==> src/rtl/mdio_dual_pkg.sv <==
package mdio_dual_pkg;

  // Fixed by the Clause 22 frame layout
  localparam int DATA_W  = 16;
  localparam int FIELD_W = 5;
  localparam int STRAP_W = FIELD_W - 1;
  localparam int NUM_CH  = 2;

  typedef enum logic [2:0] {
    S_HUNT,   // counting preamble ones, waiting for first start bit
    S_ST2,    // second start bit
    S_OP,     // two opcode bits
    S_PA,     // five port-address bits
    S_RA,     // five register-address bits
    S_TA,     // two turnaround bits
    S_RDATA,  // slave shifting out read data
    S_WDATA   // master shifting in write data
  } fsm_t;

  localparam logic [1:0] OP_WR = 2'b01;
  localparam logic [1:0] OP_RD = 2'b10;

endpackage

==> src/rtl/mdio_edge_sync.sv <==
module mdio_edge_sync #(
  parameter int STAGES = 2
) (
  input  logic clk,
  input  logic rst,
  input  logic mdc,
  input  logic mdio_i,
  output logic mdc_rise,
  output logic mdc_fall,
  output logic mdio_bit
);

  localparam int CLK_W = STAGES + 1;

  logic [CLK_W-1:0]  mdc_sr;
  logic [STAGES-1:0] dat_sr;

  // Resynchronise both pins. One extra tap on MDC gives the edge detector.
  always_ff @(posedge clk) begin
    if (rst) begin
      mdc_sr <= '0;
      dat_sr <= '1;
    end else begin
      mdc_sr <= {mdc_sr[CLK_W-2:0], mdc};
      dat_sr <= {dat_sr[STAGES-2:0], mdio_i};
    end
  end

  // Registered edge strobes. The data bit is aligned with the rising strobe.
  always_ff @(posedge clk) begin
    if (rst) begin
      mdc_rise <= 1'b0;
      mdc_fall <= 1'b0;
      mdio_bit <= 1'b1;
    end else begin
      mdc_rise <= mdc_sr[STAGES-1] & ~mdc_sr[STAGES];
      mdc_fall <= ~mdc_sr[STAGES-1] & mdc_sr[STAGES];
      mdio_bit <= dat_sr[STAGES-1];
    end
  end

endmodule

==> src/rtl/mdio_frame_fsm.sv <==
module mdio_frame_fsm
  import mdio_dual_pkg::*;
#(
  parameter int PRE_LEN = 32
) (
  input  logic               clk,
  input  logic               rst,
  input  logic               bit_rise,
  input  logic               bit_fall,
  input  logic               bit_val,
  input  logic [STRAP_W-1:0] strap,
  input  logic [DATA_W-1:0]  rd_word,
  output logic               mdio_o,
  output logic               mdio_oe,
  output logic               acc_ch,
  output logic [FIELD_W-1:0] acc_ra,
  output logic               wr_en,
  output logic [DATA_W-1:0]  wr_data
);

  localparam int PC_W  = $clog2(PRE_LEN + 1);
  localparam int CNT_W = $clog2(DATA_W) + 1;
  localparam int SH_W  = DATA_W - 1;

  localparam logic [PC_W-1:0]  PRE_FULL  = PC_W'(PRE_LEN);
  localparam logic [CNT_W-1:0] FIELD_END = CNT_W'(FIELD_W - 1);
  localparam logic [CNT_W-1:0] DATA_END  = CNT_W'(DATA_W - 1);

  fsm_t             state;
  logic [PC_W-1:0]  pre_cnt;
  logic [CNT_W-1:0] cnt;
  logic [SH_W-1:0]  sh;
  logic             is_rd;

  // Bit index of the read word for the current data slot (MSB first)
  logic [$clog2(DATA_W)-1:0] rd_idx;
  assign rd_idx = ~cnt[$clog2(DATA_W)-1:0];

  always_ff @(posedge clk) begin
    if (rst) begin
      state   <= S_HUNT;
      pre_cnt <= '0;
      cnt     <= '0;
      sh      <= '0;
      is_rd   <= 1'b0;
      acc_ch  <= 1'b0;
      acc_ra  <= '0;
      wr_en   <= 1'b0;
      wr_data <= '0;
      mdio_o  <= 1'b0;
      mdio_oe <= 1'b0;
    end else begin
      wr_en <= 1'b0;

      // ---------------- frame parsing on MDC rising edges ----------------
      if (bit_rise) begin
        unique case (state)
          S_HUNT: begin
            if (bit_val) begin
              if (pre_cnt != PRE_FULL) pre_cnt <= pre_cnt + 1'b1;
            end else begin
              // a zero is the first start bit only after a full preamble
              if (pre_cnt == PRE_FULL) state <= S_ST2;
              pre_cnt <= '0;
            end
          end

          S_ST2: begin
            cnt <= '0;
            state <= bit_val ? S_OP : S_HUNT;
          end

          S_OP: begin
            sh  <= {sh[SH_W-2:0], bit_val};
            cnt <= cnt + 1'b1;
            if (cnt != '0) begin
              cnt <= '0;
              if ({sh[0], bit_val} == OP_WR) begin
                is_rd <= 1'b0;
                state <= S_PA;
              end else if ({sh[0], bit_val} == OP_RD) begin
                is_rd <= 1'b1;
                state <= S_PA;
              end else begin
                state <= S_HUNT;
              end
            end
          end

          S_PA: begin
            sh  <= {sh[SH_W-2:0], bit_val};
            cnt <= cnt + 1'b1;
            if (cnt == FIELD_END) begin
              cnt <= '0;
              if (sh[STRAP_W-1:0] == strap) begin
                acc_ch <= bit_val;   // address LSB steers the channel
                state  <= S_RA;
              end else begin
                state  <= S_HUNT;
              end
            end
          end

          S_RA: begin
            sh  <= {sh[SH_W-2:0], bit_val};
            cnt <= cnt + 1'b1;
            if (cnt == FIELD_END) begin
              cnt    <= '0;
              acc_ra <= {sh[FIELD_W-2:0], bit_val};
              state  <= S_TA;
            end
          end

          S_TA: begin
            cnt <= cnt + 1'b1;
            if (cnt != '0) begin
              cnt   <= '0;
              state <= is_rd ? S_RDATA : S_WDATA;
            end
          end

          S_RDATA: begin
            cnt <= cnt + 1'b1;
            if (cnt == DATA_END) begin
              cnt   <= '0;
              state <= S_HUNT;
            end
          end

          S_WDATA: begin
            sh  <= {sh[SH_W-2:0], bit_val};
            cnt <= cnt + 1'b1;
            if (cnt == DATA_END) begin
              cnt     <= '0;
              wr_en   <= 1'b1;
              wr_data <= {sh, bit_val};
              state   <= S_HUNT;
            end
          end

          default: state <= S_HUNT;
        endcase
      end

      // ---------------- read drive on MDC falling edges ----------------
      if (bit_fall) begin
        if (state == S_TA && is_rd && cnt != '0) begin
          mdio_oe <= 1'b1;
          mdio_o  <= 1'b0;
        end else if (state == S_RDATA) begin
          mdio_oe <= 1'b1;
          mdio_o  <= rd_word[rd_idx];
        end else begin
          mdio_oe <= 1'b0;
          mdio_o  <= 1'b0;
        end
      end
    end
  end

endmodule

==> src/rtl/mdio_chan_regs.sv <==
module mdio_chan_regs #(
  parameter int NREGS = 8,
  parameter int RA_W  = 5,
  parameter int DW    = 16
) (
  input  logic          clk,
  input  logic          rst,
  input  logic          wr_en,
  input  logic [RA_W-1:0] addr,
  input  logic [DW-1:0] wdata,
  output logic [DW-1:0] rdata,
  output logic          pdown
);

  localparam int IDX_W = (NREGS > 1) ? $clog2(NREGS) : 1;

  // Plain array without reset so it maps onto distributed or block RAM
  logic [DW-1:0]    mem [NREGS];
  logic [DW-1:0]    rd_q;
  logic             hit_q;
  logic             zero_q;
  logic             hit;
  logic [IDX_W-1:0] idx;

  assign hit = (int'(addr) < NREGS);
  assign idx = addr[IDX_W-1:0];

  always_ff @(posedge clk) begin
    if (wr_en && hit) mem[idx] <= wdata;
    rd_q <= mem[idx];
  end

  always_ff @(posedge clk) begin
    if (rst) begin
      hit_q  <= 1'b0;
      zero_q <= 1'b0;
      pdown  <= 1'b0;
    end else begin
      hit_q  <= hit;
      zero_q <= (addr == '0);
      if (wr_en && addr == '0) pdown <= wdata[DW-1];
    end
  end

  // Register 0 bit DW-1 is the resettable power-down flop
  always_comb begin
    if (!hit_q)      rdata = '0;
    else if (zero_q) rdata = {pdown, rd_q[DW-2:0]};
    else             rdata = rd_q;
  end

endmodule

==> src/rtl/mdio_dual_slave.sv <==
module mdio_dual_slave
  import mdio_dual_pkg::*;
#(
  parameter int PRE_LEN     = 32,
  parameter int NREGS       = 8,
  parameter int SYNC_STAGES = 2
) (
  input  logic               clk,
  input  logic               rst,
  input  logic [STRAP_W-1:0] strap_addr,
  input  logic               mdc,
  input  logic               mdio_i,
  output logic               mdio_o,
  output logic               mdio_oe,
  output logic [NUM_CH-1:0]  chan_pdown
);

  logic               s_rise;
  logic               s_fall;
  logic               s_bit;
  logic               acc_ch;
  logic [FIELD_W-1:0] acc_ra;
  logic               wr_en;
  logic [DATA_W-1:0]  wr_data;
  logic [DATA_W-1:0]  rd_word;
  logic [DATA_W-1:0]  bank_rd [NUM_CH];

  mdio_edge_sync #(.STAGES(SYNC_STAGES)) u_sync (
    .clk      (clk),
    .rst      (rst),
    .mdc      (mdc),
    .mdio_i   (mdio_i),
    .mdc_rise (s_rise),
    .mdc_fall (s_fall),
    .mdio_bit (s_bit)
  );

  mdio_frame_fsm #(.PRE_LEN(PRE_LEN)) u_fsm (
    .clk      (clk),
    .rst      (rst),
    .bit_rise (s_rise),
    .bit_fall (s_fall),
    .bit_val  (s_bit),
    .strap    (strap_addr),
    .rd_word  (rd_word),
    .mdio_o   (mdio_o),
    .mdio_oe  (mdio_oe),
    .acc_ch   (acc_ch),
    .acc_ra   (acc_ra),
    .wr_en    (wr_en),
    .wr_data  (wr_data)
  );

  for (genvar g = 0; g < NUM_CH; g++) begin : g_chan
    mdio_chan_regs #(
      .NREGS (NREGS),
      .RA_W  (FIELD_W),
      .DW    (DATA_W)
    ) u_regs (
      .clk   (clk),
      .rst   (rst),
      .wr_en (wr_en && (acc_ch == 1'(g))),
      .addr  (acc_ra),
      .wdata (wr_data),
      .rdata (bank_rd[g]),
      .pdown (chan_pdown[g])
    );
  end

  assign rd_word = bank_rd[acc_ch];

endmodule

==> config.mk <==
export PLATFORM = sky130hd
export DESIGN_NAME = mdio_dual_slave
export DESIGN_NICKNAME = d
export VERILOG_FILES = /design/src/rtl/mdio_dual_pkg.sv /design/src/rtl/mdio_edge_sync.sv /design/src/rtl/mdio_frame_fsm.sv /design/src/rtl/mdio_chan_regs.sv /design/src/rtl/mdio_dual_slave.sv
export SDC_FILE = /design/constraint.sdc
export NUM_CORES = 1
export LEC_CHECK = 0
export BUFFER_PORTS_ARGS = -buffer_cell sky130_fd_sc_hd__buf_2
export CAP_MARGIN = 20
export CELL_PAD_IN_SITES_DETAIL_PLACEMENT = 1
export CELL_PAD_IN_SITES_GLOBAL_PLACEMENT = 2
export CORE_MARGIN = 4
export CORE_UTILIZATION = 50
export DETAILED_ROUTE_END_ITERATION = 10
export PLACE_DENSITY = 0.87
export SLEW_MARGIN = 20
export SYNTH_ARGS = -nofsm -noshare
export SYNTH_HDL_FRONTEND = slang
export SYNTH_SLANG_ARGS = --single-unit
==> constraint.sdc <==
create_clock -name clk -period 9.4 [get_ports clk]
set_clock_uncertainty 0.2 [all_clocks]
set_input_delay 1.41 -clock clk [delete_from_list [all_inputs] [get_ports clk]]
set_output_delay 1.41 -clock clk [all_outputs]
set_load 0.05 [all_outputs]
==> qor.csv <==
stage,metric,value,unit
timing,fmax,303,MHz
logic_synthesis,synth_area,0.0135,mm2
status,outcome,"complete, no violations",
die,io_pins,12,
logic_synthesis,synth_flop_cell,edfxtp_1,
timing,rsz0062_at_grt,no,
logic_synthesis,synthCells,904,
logic_synthesis,ys_top_cells_by_area,"edfxtp_1 57%, dfxtp_1 15%, mux2i_1 3.7%, mux4_2 2.7%, mux2_2 2.4%",
worst_setup_path,crit_cells,4,
cts,cts_buffers,37,
cts,cts_tree,built,
detailed_routing,drtPass1Iterations,5,
cts,cts.clk_slew.worst_paths,0.06,ns
final_layout,syn_to_final_growth,10.8,%
worst_setup_path,startpoint_type,flop,
logic_synthesis,syn_nets,919,
final_layout,multi_input_area,0.00353,mm2
grt,antenna_found_initial,2,
detailed_routing,antenna_left,0,
worst_setup_path,crit_buf_inv,1,
timing,finalCriticalPeriod,3.30,ns
worst_setup_path,crit_end,g_chan[0].u_regs.mem[6][9]$_DFFE_PP_,
worst_setup_path,ff2ff_path_depth,4,
timing,fin_setup_tns,0,ns
die,rows,59,
cts,cts_hold_buf,0,
final_layout,fillers,2441,
timing,timing.slew.headroom,25.8,%
detailed_routing,drtIter0Drc,852,
place,gp_congestion,0.884,
die,die-area,0.0296,mm2
cts,clk_latency,0.52,ns
power,p_leak,4.99,nW
place,placedCellCount,1208,
final_layout,drive_above_1_share,15.4,%
worst_setup_path,criticalPathCategory,flop to flop,
cts,root_buffer,clkbuf_16,
logic_synthesis,synth-seq-cells,355,
worst_setup_path,slowest_stage,nor2_1,
timing,maxSlewViolCount,0,
grt,grt_usage,24.0,%
worst_setup_path,worstPathArrival,3.23,ns
cts,numClockSinks,355,
worst_setup_path,r2r-start,u_fsm.acc_ra[2]$_SDFFE_PP0P_,
logic_synthesis,synthArstFlopShare,0,%
logic_synthesis,synth_top_area_cell,edfxtp_1,
cts,htree_levels,2,
grt,grt_max_degree,63,
worst_setup_path,crit_path_start,u_fsm.acc_ra[2]$_SDFFE_PP0P_,
die,die_w,172,um
final_layout,n_antenna_cell,0,
min_path,hp-class,flop to flop,
grt,grt_pass1_wl,52.3,mm
detailed_routing,wl,34.7,mm
power,p_per_area,204,mW/mm2
die,die_h,172,um
worst_setup_path,crit_required,9.33,ns
logic_synthesis,yosys_warnings,0,
cts,cts_setup_buffers,0,
detailed_routing,dr_total_vias,7890,
logic_synthesis,syn_area_per_cell,14.9,um2
job,maxCapViolations,0,
detailed_routing,drt-vias-per-instance,6.20,
final_layout,most-common-layout-cells,"256 x edfxtp_1, 96 x dfxtp_1, 70 x nor2_1, 70 x nand2_1, 51 x a21oi_1",
worst_setup_path,crit_fanout,16,
worst_setup_path,end_kind,flop,
cts,cts_resized,0,
final_layout,layoutNonFillerInstCount,1273,
timing,worst-slew-pin-transition,1.11,ns
worst_setup_path,critical_path.top_delay_family,simple AND/OR/NAND/NOR gates,
timing,finalHoldViolations,0,
timing,finalCritPeriodShare,35.1,%
place,port_buffers,11,
die,start_util,51.2,%
worst_setup_path,rrSetupSlack,6.10,ns
worst_setup_path,crit_chain,inv_1 -> nor2_1 -> nand2_1 -> nor2_2,
detailed_routing,detail_route.wl_per_cell,27.3,um
logic_synthesis,yosysTopAreaCellShare,57.1,%
detailed_routing,drc_errors,0,
logic_synthesis,synth_seq_area_share,71.8,%
final_layout,final_nets,927,
power,ir_drop,0.159,mV
final_layout,area.sequential,0.00967,mm2
timing,setup_viol_count_final,0,
die,core,0.0263,mm2
logic_synthesis,synth_cell_type_count,61,
final_layout,final_common_cell,edfxtp_1,
worst_setup_path,cpPeakStageDelay,0.92,ns
logic_synthesis,synth_edf_count,256,
worst_setup_path,reg2reg_to,g_chan[0].u_regs.mem[6][9]$_DFFE_PP_,
cts,clk_path_buf_depth,3,
grt,overflow,0,
grt,grt_pass1_vias,8081,
place,hpwlAfterDp,22.0,mm
-- sequential cells by signal, indices dropped and copies added (netlist names), 2 cells and up --
name,flops
g_chan.u_regs.mem,256
g_chan.u_regs.rd_q,32
u_fsm.wr_data,16
u_fsm.sh,15
u_fsm.pre_cnt,6
u_fsm.acc_ra,5
u_fsm.cnt,5
u_fsm.state,3
u_sync.mdc_sr,3
g_chan.u_regs.pdown,2
u_sync.dat_sr,2
-- cells in the mapped netlist, drive strengths merged (2+ instances only) --
| cell type | n |
|---|---|
| o21bai | 3 |
| clkbuf | 26 |
| nor4 | 3 |
| o22ai | 10 |
| nand3 | 11 |
| a22o | 4 |
| dfxtp | 99 |
| nor3b | 3 |
| nor4b | 2 |
| a311oi | 2 |
| nor3 | 10 |
| xnor2 | 4 |
| or2 | 3 |
| inv | 11 |
| a211o | 2 |
| nor2 | 84 |
| a211oi | 3 |
| nand4 | 3 |
| a22oi | 14 |
| a31oi | 2 |
| buf | 25 |
| xor2 | 5 |
| mux2 | 29 |
| a21oi | 51 |
| nand2 | 70 |
| a221o | 11 |
| a221oi | 36 |
| o221ai | 5 |
| mux2i | 50 |
| a32oi | 2 |
| mux4 | 16 |
| clkinv | 2 |
| nor2b | 6 |
| nand3b | 3 |
| or3 | 4 |
| o21ai | 13 |
| ha | 7 |
| edfxtp | 256 |
-- cell type report --
class                   count  share of cell area, %
inverters                  13                  0.327
clock buffers              51                   6.90
repair buffers             20                  0.822
multi-input cells         485                   23.7
flip-flops and latches    355                   64.8
clock inverters            14                  0.646
well taps                 335                   2.81
-- per-layer routing --
metal / track usage [%] / vias to the layer above / share of wire, %
met5: 0 / - / 0
met4: 6.97 / 0 / 2.8
met3: 5.97 / 64 / 8.3
met2: 37.5 / 315 / 47
met1: 33.8 / 4036 / 42
li1: - / 3475 / -
-- kinds of logic after synthesis --
| kind of cell | Yosys count | synth area share, % |
|---|---|---|
| flip-flops | 355 | 71.8 |
| AND/OR/NAND/NOR | 210 | 6.98 |
| AO/OA/AOI/OAI | 164 | 8.68 |
| multiplexers | 95 | 8.82 |
| buffers and inverters | 64 | 2.48 |
| XOR/XNOR | 9 | 0.585 |
| adder cells (fa/ha/maj) | 7 | 0.650 |
-- worst reg2reg max path: stages, from the launching register on --
cell,delay (ns)
dfxtp_2,0.40
inv_1,0.27
nor2_1,0.92
nand2_1,0.29
nor2_2,0.83
-- power by group --
group          internal [W]  switching [W]
Clock              0.000793       0.000578
Combinational    0.00000443     0.00000761
Sequential          0.00166     0.00000175
-- metrics by stage --
| stage | hold WS (ns) | worst slack (ns) | total power [W] | cell area, um2 | util (%) |
|---|---|---|---|---|---|
| floorplan | 0.183 | 6.16 | 0.00170 | 13500 | - |
| global placement | 0.190 | 6.16 | 0.00170 | 13800 | 52.4 |
| detailed placement | 0.208 | 6.05 | 0.00171 | 13800 | 52.4 |
| CTS | 0.216 | 6.01 | 0.00306 | 14900 | 56.7 |
| global route | 0.235 | 5.95 | 0.00314 | 14900 | 56.8 |
| finish | 0.212 | 6.10 | 0.00304 | 14900 | 56.8 |
-- worst min path at each step --
stage | slack, ns | endpoint | startpoint | cells past startpoint
4_1_cts | 0.22 | u_sync.mdc_rise$_SDFF_PP0_ | u_sync.mdc_sr[2]$_SDFF_PP0_ | 1
3_5_place_dp | 0.21 | u_sync.mdc_rise$_SDFF_PP0_ | u_sync.mdc_sr[2]$_SDFF_PP0_ | 1
2_1_floorplan | 0.18 | u_sync.mdc_rise$_SDFF_PP0_ | u_sync.mdc_sr[2]$_SDFF_PP0_ | 1
6_report | 0.21 | u_sync.mdc_rise$_SDFF_PP0_ | u_sync.mdc_sr[2]$_SDFF_PP0_ | 1
5_1_grt | 0.24 | u_sync.mdc_fall$_SDFF_PP0_ | u_sync.mdc_sr[1]$_SDFF_PP0_ | 1
3_3_place_gp | 0.19 | u_sync.mdc_rise$_SDFF_PP0_ | u_sync.mdc_sr[2]$_SDFF_PP0_ | 1
Note: power is estimated with default switching activity, not from simulation.
